### src/rtl/spi_page_pkg.sv
package spi_page_pkg;

    localparam int PAGE_BYTES = 64;
    localparam int NUM_PAGES  = 164;
    localparam int HDR_BYTES  = 3;

    // host register addresses
    localparam logic [1:0] RA_PAGE = 2'd0;
    localparam logic [1:0] RA_DATA = 2'd1;
    localparam logic [1:0] RA_CMD  = 2'd2;
    localparam logic [1:0] RA_MODE = 2'd3;

    // host command codes
    localparam logic [7:0] HC_PROG    = 8'h01;
    localparam logic [7:0] HC_LOAD    = 8'h02;
    localparam logic [7:0] HC_PTR_CLR = 8'h04;

    // memory opcodes
    localparam logic [7:0] OP_WREN = 8'h06;
    localparam logic [7:0] OP_PROG = 8'h02;
    localparam logic [7:0] OP_READ = 8'h03;
    localparam logic [7:0] OP_RDSR = 8'h05;

    typedef enum logic [2:0] {
        SQ_IDLE,
        SQ_WREN,
        SQ_GAP_W,
        SQ_PROG,
        SQ_GAP_P,
        SQ_POLL,
        SQ_READ
    } seq_state_t;

    function automatic logic [15:0] page_base(input logic [7:0] pg);
        return 16'(pg) * 16'(PAGE_BYTES);
    endfunction

    // header byte n (0..2) of an addressed frame
    function automatic logic [7:0] hdr_byte(input logic [7:0] op,
                                            input logic [15:0] addr,
                                            input logic [6:0] n);
        case (n)
            7'd0:    return op;
            7'd1:    return addr[15:8];
            default: return addr[7:0];
        endcase
    endfunction

endpackage

### src/rtl/spi_byte_shift.sv
module spi_byte_shift #(
    parameter int DIV = 2
) (
    input  logic       clk,
    input  logic       rst,
    input  logic       start,
    input  logic [7:0] tx,
    input  logic       miso,
    output logic       done,
    output logic [7:0] rx,
    output logic       sck,
    output logic       mosi
);
    localparam int DW = (DIV > 1) ? $clog2(DIV) : 1;

    logic          active;
    logic [7:0]    sh;
    logic [2:0]    bits;
    logic [DW-1:0] divc;

    always_ff @(posedge clk) begin
        if (rst) begin
            active <= 1'b0;
            sh     <= '0;
            bits   <= '0;
            divc   <= '0;
            sck    <= 1'b0;
            rx     <= '0;
            done   <= 1'b0;
        end else begin
            done <= 1'b0;
            if (!active) begin
                if (start) begin
                    active <= 1'b1;
                    sh     <= tx;
                    bits   <= '0;
                    divc   <= '0;
                    sck    <= 1'b0;
                end
            end else if (divc == DW'(DIV - 1)) begin
                divc <= '0;
                if (!sck) begin
                    sck <= 1'b1;
                    rx  <= {rx[6:0], miso};
                end else begin
                    sck  <= 1'b0;
                    sh   <= {sh[6:0], 1'b0};
                    bits <= bits + 3'd1;
                    if (bits == 3'd7) begin
                        active <= 1'b0;
                        done   <= 1'b1;
                    end
                end
            end else begin
                divc <= divc + DW'(1);
            end
        end
    end

    assign mosi = sh[7];

endmodule

### src/rtl/page_buffer.sv
module page_buffer #(
    parameter int DEPTH = 64
) (
    input  logic                     clk,
    input  logic                     rst,
    input  logic                     host_we,
    input  logic                     host_adv,
    input  logic [7:0]               host_wdata,
    input  logic                     ptr_clr,
    input  logic                     eng_we,
    input  logic [$clog2(DEPTH)-1:0] eng_idx,
    input  logic [7:0]               eng_wdata,
    output logic [7:0]               host_rdata,
    output logic [7:0]               eng_rdata
);
    localparam int IW = $clog2(DEPTH);

    logic [7:0]    mem [DEPTH];
    logic [IW-1:0] ptr;

    always_ff @(posedge clk) begin
        if (rst)
            ptr <= '0;
        else if (ptr_clr)
            ptr <= '0;
        else if (host_adv)
            ptr <= ptr + IW'(1);
    end

    always_ff @(posedge clk) begin
        if (eng_we)
            mem[eng_idx] <= eng_wdata;
        else if (host_we)
            mem[ptr] <= host_wdata;
    end

    assign host_rdata = mem[ptr];
    assign eng_rdata  = mem[eng_idx];

endmodule

### src/rtl/spi_page_seq.sv
module spi_page_seq
    import spi_page_pkg::*;
#(
    parameter int CS_GAP = 4
) (
    input  logic                          clk,
    input  logic                          rst,
    input  logic                          go_prog,
    input  logic                          go_load,
    input  logic [7:0]                    page,
    input  logic [7:0]                    buf_rdata,
    input  logic                          sh_done,
    input  logic [7:0]                    sh_rx,
    output logic                          sh_start,
    output logic [7:0]                    sh_tx,
    output logic                          buf_we,
    output logic [$clog2(PAGE_BYTES)-1:0] buf_idx,
    output logic                          cs_n,
    output logic                          ready
);
    localparam int IW        = $clog2(PAGE_BYTES);
    localparam int GW        = $clog2(CS_GAP + 1);
    localparam int PAGE_LAST = HDR_BYTES + PAGE_BYTES - 1;

    seq_state_t    st;
    logic [6:0]    cnt;
    logic          inflight;
    logic [GW-1:0] gapc;
    logic [15:0]   addr;
    logic          in_frame;
    logic [6:0]    last;

    assign addr     = page_base(page);
    assign in_frame = (st == SQ_WREN) || (st == SQ_PROG) ||
                      (st == SQ_POLL) || (st == SQ_READ);
    assign cs_n     = !in_frame;
    assign ready    = (st == SQ_IDLE);
    assign sh_start = in_frame && !inflight;
    assign buf_idx  = IW'(cnt - 7'(HDR_BYTES));
    assign buf_we   = (st == SQ_READ) && sh_done && (cnt >= 7'(HDR_BYTES));

    always_comb begin
        case (st)
            SQ_WREN: last = 7'd0;
            SQ_POLL: last = 7'd1;
            default: last = 7'(PAGE_LAST);
        endcase
    end

    always_comb begin
        case (st)
            SQ_WREN: sh_tx = OP_WREN;
            SQ_POLL: sh_tx = (cnt == 7'd0) ? OP_RDSR : 8'h00;
            SQ_PROG: sh_tx = (cnt < 7'(HDR_BYTES)) ? hdr_byte(OP_PROG, addr, cnt) : buf_rdata;
            SQ_READ: sh_tx = (cnt < 7'(HDR_BYTES)) ? hdr_byte(OP_READ, addr, cnt) : 8'h00;
            default: sh_tx = 8'h00;
        endcase
    end

    always_ff @(posedge clk) begin
        if (rst) begin
            st       <= SQ_IDLE;
            cnt      <= '0;
            inflight <= 1'b0;
            gapc     <= '0;
        end else begin
            case (st)
                SQ_IDLE: begin
                    cnt      <= '0;
                    inflight <= 1'b0;
                    if (go_prog)
                        st <= SQ_WREN;
                    else if (go_load)
                        st <= SQ_READ;
                end
                SQ_GAP_W, SQ_GAP_P: begin
                    if (gapc == GW'(CS_GAP - 1)) begin
                        gapc <= '0;
                        st   <= (st == SQ_GAP_W) ? SQ_PROG : SQ_POLL;
                    end else begin
                        gapc <= gapc + GW'(1);
                    end
                end
                default: begin
                    if (!inflight) begin
                        inflight <= 1'b1;
                    end else if (sh_done) begin
                        inflight <= 1'b0;
                        if (cnt == last) begin
                            cnt <= '0;
                            case (st)
                                SQ_WREN: st <= SQ_GAP_W;
                                SQ_PROG: st <= SQ_GAP_P;
                                SQ_POLL: st <= sh_rx[0] ? SQ_GAP_P : SQ_IDLE;
                                default: st <= SQ_IDLE;
                            endcase
                        end else begin
                            cnt <= cnt + 7'd1;
                        end
                    end
                end
            endcase
        end
    end

endmodule

### src/rtl/spi_page_ctrl.sv
module spi_page_ctrl
    import spi_page_pkg::*;
#(
    parameter int CLK_DIV = 2,
    parameter int CS_GAP  = 4
) (
    input  logic       clk,
    input  logic       rst,
    input  logic       bus_wr,
    input  logic       bus_rd,
    input  logic [1:0] bus_addr,
    input  logic [7:0] bus_wdata,
    output logic [7:0] bus_rdata,
    output logic       spi_sck,
    output logic       spi_mosi,
    input  logic       spi_miso,
    output logic       spi_cs_n
);
    localparam int IW = $clog2(PAGE_BYTES);

    logic [7:0]    page_q;
    logic          wen_q;
    logic          rdy;
    logic          wr_page, wr_data, wr_cmd, wr_mode, rd_data;
    logic          page_ok, go_prog, go_load, ptr_clr;
    logic [7:0]    host_rdata, eng_rdata, sh_tx, sh_rx;
    logic          sh_start, sh_done, buf_we;
    logic [IW-1:0] buf_idx;

    assign wr_page = bus_wr && rdy && (bus_addr == RA_PAGE);
    assign wr_data = bus_wr && rdy && (bus_addr == RA_DATA);
    assign wr_cmd  = bus_wr && rdy && (bus_addr == RA_CMD);
    assign wr_mode = bus_wr && rdy && (bus_addr == RA_MODE);
    assign rd_data = bus_rd && rdy && (bus_addr == RA_DATA);

    assign page_ok = page_q < 8'(NUM_PAGES);
    assign go_prog = wr_cmd && (bus_wdata == HC_PROG) && wen_q && page_ok;
    assign go_load = wr_cmd && (bus_wdata == HC_LOAD) && page_ok;
    assign ptr_clr = go_prog || go_load || (wr_cmd && (bus_wdata == HC_PTR_CLR));

    always_ff @(posedge clk) begin
        if (rst) begin
            page_q <= '0;
            wen_q  <= 1'b0;
        end else begin
            if (wr_page)
                page_q <= bus_wdata;
            if (wr_mode)
                wen_q <= bus_wdata[0];
        end
    end

    always_comb begin
        case (bus_addr)
            RA_PAGE: bus_rdata = page_q;
            RA_DATA: bus_rdata = host_rdata;
            RA_MODE: bus_rdata = {6'b0, rdy, wen_q};
            default: bus_rdata = 8'h00;
        endcase
    end

    page_buffer #(.DEPTH(PAGE_BYTES)) u_buf (
        .clk        (clk),
        .rst        (rst),
        .host_we    (wr_data),
        .host_adv   (wr_data || rd_data),
        .host_wdata (bus_wdata),
        .ptr_clr    (ptr_clr),
        .eng_we     (buf_we),
        .eng_idx    (buf_idx),
        .eng_wdata  (sh_rx),
        .host_rdata (host_rdata),
        .eng_rdata  (eng_rdata)
    );

    spi_page_seq #(.CS_GAP(CS_GAP)) u_seq (
        .clk       (clk),
        .rst       (rst),
        .go_prog   (go_prog),
        .go_load   (go_load),
        .page      (page_q),
        .buf_rdata (eng_rdata),
        .sh_done   (sh_done),
        .sh_rx     (sh_rx),
        .sh_start  (sh_start),
        .sh_tx     (sh_tx),
        .buf_we    (buf_we),
        .buf_idx   (buf_idx),
        .cs_n      (spi_cs_n),
        .ready     (rdy)
    );

    spi_byte_shift #(.DIV(CLK_DIV)) u_shift (
        .clk   (clk),
        .rst   (rst),
        .start (sh_start),
        .tx    (sh_tx),
        .miso  (spi_miso),
        .done  (sh_done),
        .rx    (sh_rx),
        .sck   (spi_sck),
        .mosi  (spi_mosi)
    );

endmodule

### config.mk
export PLATFORM = sky130hd
export DESIGN_NAME = spi_page_ctrl
export DESIGN_NICKNAME = d
export VERILOG_FILES = /design/src/rtl/spi_page_pkg.sv /design/src/rtl/spi_byte_shift.sv /design/src/rtl/page_buffer.sv /design/src/rtl/spi_page_seq.sv /design/src/rtl/spi_page_ctrl.sv
export SDC_FILE = /design/constraint.sdc
export NUM_CORES = 1
export LEC_CHECK = 0
export ABC_CLOCK_PERIOD_IN_PS = 3300
export BUFFER_PORTS_ARGS = -buffer_cell sky130_fd_sc_hd__buf_2
export CAP_MARGIN = 20
export CELL_PAD_IN_SITES_DETAIL_PLACEMENT = 1
export CELL_PAD_IN_SITES_GLOBAL_PLACEMENT = 1
export CORE_UTILIZATION = 52
export CTS_BUF_LIST = sky130_fd_sc_hd__clkbuf_4 sky130_fd_sc_hd__clkbuf_8
export CTS_CLUSTER_DIAMETER = 40
export DETAILED_ROUTE_END_ITERATION = 6
export PLACE_DENSITY = 0.78
export SYNTH_ARGS = -nofsm -noshare
export SYNTH_HDL_FRONTEND = slang
export SYNTH_HIERARCHICAL = 1
export SYNTH_SLANG_ARGS = --single-unit
export TNS_END_PERCENT = 1
### constraint.sdc
create_clock -name clk -period 3.3 [get_ports clk]
set_clock_uncertainty 0.1 [all_clocks]
set_input_delay 0.165 -clock clk [delete_from_list [all_inputs] [get_ports clk]]
set_output_delay 0.165 -clock clk [all_outputs]
set_load 0.01 [all_outputs]
==> summary.md <==
| Metric | Value |
|---|---|
| Critical path arrival | `3.37 ns` |
| Buf/Inv on CP | `1` |
| CP top delay family | `compound AO/OA/AOI/OAI gates` |
| Nets | `1972` |
| Core footprint | `51800 µm²` |
| Synth cell types | `79` |
| TNS Setup | `-2.07 ns` |
| VDD IR-drop max | `541 µV` |
| Number of endpoints failing setup at the final stage | `32` |
| TritonCTS clock tree | `yes` |
| Cells after Synth | `1629` |
| Syn_area_per_cell | `16.9 µm²` |
| Multi-input logic area | `10900 µm²` |
| RSZ-0062 raised after global routing | `true` |
| Sw power | `0.00626 W` |
| Failing checks | `setup timing` |
| Final hold violations | `0` |
| Clock sinks | `570` |
| Switching portion of total power | `30.4%` |
| Vias per cell | `6.88` |
| Crit path kind | `flop to output pin` |
| Number of H-tree levels | `3` |
| Register area | `16600 µm²` |
| ANT nets after route | `0` |
| Layout cells sized above 1 | `42.6%` |
| IO Port Bufs | `25` |
| Largest net degree at the start of global routing | `65` |
| Final RePlAce weighted congestion | `0.971` |
| Antenna Cells | `0` |
| CTS Buf Count | `100` |
| Filler cells | `4469` |
| Worst path max stage delay | `0.49 ns` |
| Required time worst endpoint | `3.03 ns` |
| Pwr Total | `0.0206 W` |
| DRT iter0 DRCs | `2303` |
| Crit path cell chain | `nor2_1, nand2_1, o22ai_1, a211oi_1, a21o_4, a211oi_4, a21oi_1, buf_2` |
| First-pass GRT wire length | `131 mm` |
| Row Count | `83` |
| DRC viols | `0` |
| Starting Density | `53.1%` |
| Final min period | `3.63 ns` |
| Fin. max-slew vios | `0` |
| Combinational share of power | `28.2%` |
| IO Pins | `26` |
| Slowest CP cell | `nand2_1` |
| Clock Path Buffers | `3` |
| Wire length per cell | `34.2 µm` |
| DRT Wirelength | `92.6 mm` |
| Pwr/cell area | `612 nW/µm²` |
| CP Launch Type | `flop` |
| Least-Margin Pin Slew | `0.951 ns` |
| Chip Height | `232 µm` |
| Status | `complete, but fails checks` |
| Headroom to the max-slew limit | `36.5%` |
| Worst-path clk slew | `0.06 ns` |
| Final HPWL from detailed placement | `58.4 mm` |
| Post-Syn Area | `27500 µm²` |
| Leakage power | `11.5 nW` |
| Sequential fraction of the synthesis area | `60.1%` |
| Worst reg2reg path depth | `15` |
| Hold depth | `6` |
| CP Max Fanout | `7` |
| Top_reg_cell synth | `edfxtp_1` |
| Synth Warn # | `6` |
| Period utilization | `110%` |
| Final WS setup | `-0.330 ns` |
| Post-Syn Nets | `1651` |
| Async S/R FF share, synth | `0%` |
| Root buf cell | `clkbuf_8` |
| Sequential Power Share | `39.7%` |
| Die W | `232 µm` |
| Clock Power Share | `32.1%` |
| Initial antenna violation count | `3` |
| Total track usage | `33.7%` |
| Die Area | `53800 µm²` |
| Synth Register Bits | `570` |
| Pint | `0.0143 W` |
| First-pass detailed-route iteration total | `5` |
| Vias in the first global route | `19100` |
| Layout Area Growth over Synthesis | `22.1%` |
| Fin Hold WS | `0.0625 ns` |
| Gr ovfl total | `0` |
| EDFF count, synth | `512` |
| Crit end category | `output pin` |
| Max frequency | `275 MHz` |
| Stages on worst setup path | `8` |
| Via count | `18700` |
| HP Class | `input port to flop` |
| Clk_lat worst skew | `0.71 ns` |
| Number of max-cap violations | `0` |
[final timing paths]
kind	startpoint	end	slack, ns
setup / recovery	flop	bus_rdata[1]	-0.33
hold / removal	bus_rd	flop	0.06
setup reg to reg	u_seq/cnt[1]$_SDFFE_PP0P_	u_shift/sh[0]$_SDFFE_PP0P_	-0.06
hold reg to reg	u_seq/gapc[2]$_SDFFE_PP0N_	u_seq/gapc[2]$_SDFFE_PP0N_	0.35
[placed cells by master, fill, tap and decap left out, types with 8 or more instances in the layout]
master         instances
nand3_1               21
nor2_2                 9
clkbuf_8             104
xor2_1                 8
mux2i_2               12
and3_1                 9
buf_6                 10
mux2_2                14
nor2_1               123
nand2b_1              17
mux2i_1               81
buf_16                 8
nand2_2               10
o21ai_2               10
clkbuf_4              23
dlygate4sd3_1         22
a311oi_1               8
o22ai_1               15
nand2_1               53
o21ai_0               17
edfxtp_1             512
buf_12                34
o21ai_1               19
clkinv_1              31
a21oi_1               27
a211oi_1              24
nor2b_1               14
buf_2                 25
dfxtp_1               52
a22oi_1               17
buf_4                229
clkinv_2              10
mux4_2               246
[kinds of logic after synthesis]
family                   after synthesis  synth area share [%]
flip-flops                           570                  60.1
multiplexers                         365                  24.8
AND/OR/NAND/NOR                      322                  5.78
AO/OA/AOI/OAI                        225                  5.70
buffers and inverters                122                  2.70
XOR/XNOR                              17                 0.541
adder cells (fa/ha/maj)                8                 0.355
[synthesized netlist by cell type (9+ instances only)]
cell type	number	area share [%]
o22ai_1	24	0.55
a22oi_1	18	0.49
o21ai_1	23	0.42
buf_6	19	0.78
mux2i_1	99	3.6
and3_1	9	0.20
nand2b_1	18	0.41
a211oi_1	32	0.87
mux4_2	245	20
o21ai_0	23	0.42
edfxtp_1	512	56
o221ai_1	13	0.41
a22o_1	10	0.32
clkbuf_1	31	0.42
mux2_2	16	0.66
nor2b_1	16	0.36
buf_2	41	0.75
buf_4	15	0.41
buf_1	9	0.12
nand2_1	62	0.85
dfxtp_1	58	4.2
a21oi_1	30	0.55
nor3_1	9	0.16
nor2_1	133	1.8
xor2_1	10	0.32
nand3_1	21	0.38
[per-layer routing]
metal / global-route usage (%) / part of all wire [%]
met1: 43.9 / 36
met2: 55.0 / 48
met5: 0 / 0.041
met4: 14.1 / 5.5
met3: 7.45 / 10
[flip-flops by register name (all words and copies together), names as in the netlist, 6 cells and up, named ones only]
name and count:
u_buf/ptr 6, u_seq/cnt 7, page_q 8, u_shift/sh 8, u_shift/rx 8, u_buf/mem 512
[worst register-to-register path, cell delays in order (launching register included)]
cell and delay [ns]:
dfxtp_4 0.38, inv_1 0.10, ha_4 0.32, buf_12 0.14, clkbuf_16 0.15, buf_4 0.14, mux4_2 0.26, o32a_1 0.23
o21ai_1 0.12, a2111oi_2 0.29, buf_4 0.22, a31o_1 0.12, nor2_1 0.05, o32ai_1 0.31, nand3b_1 0.14, a21oi_1 0.18
[power by group through the flow]
stage	combinational, W	sequential [W]	clock (W)
2_1_floorplan	0.00332	0.00821	0
3_3_place_gp	0.00485	0.00829	0
3_5_place_dp	0.00497	0.00830	0
4_1_cts	0.00531	0.00815	0.00664
5_1_grt	0.00600	0.00817	0.00693
6_report	0.00580	0.00816	0.00660
[cell type report]
class,count,area share [%]
clock buffers,127,4.78
repair buffers,337,9.72
multi-input cells,937,32.5
flip-flops and latches,570,49.3
clock inverters,57,1.16
inverters,4,0.0671
well taps,680,2.53
[stage by stage]
stage / cells / instance area (µm²) / utilization [%] / setup slack (ns)
3_3_place_gp: 2455 / 30000 / 57.9 / -0.144
6_report: 2712 / 33600 / 64.8 / -0.330
3_5_place_dp: 2455 / 30000 / 57.9 / -0.398
2_1_floorplan: 1629 / 27500 / - / 0.124
4_1_cts: 2683 / 32900 / 63.6 / -0.203
5_1_grt: 2712 / 33600 / 64.8 / -0.382
[what timing repair did]
action | in CTS | in global routing
pin swaps | 11 | 16
buffers inserted | 18 | 25
resized for setup | 94 | 78
hold buffers | 22 | 0
endpoints found under the hold margin | 26 | 0
endpoints found under the setup margin | 325 | 514
cloned | 4 | 5
Note: power is estimated with default switching activity, not from simulation.
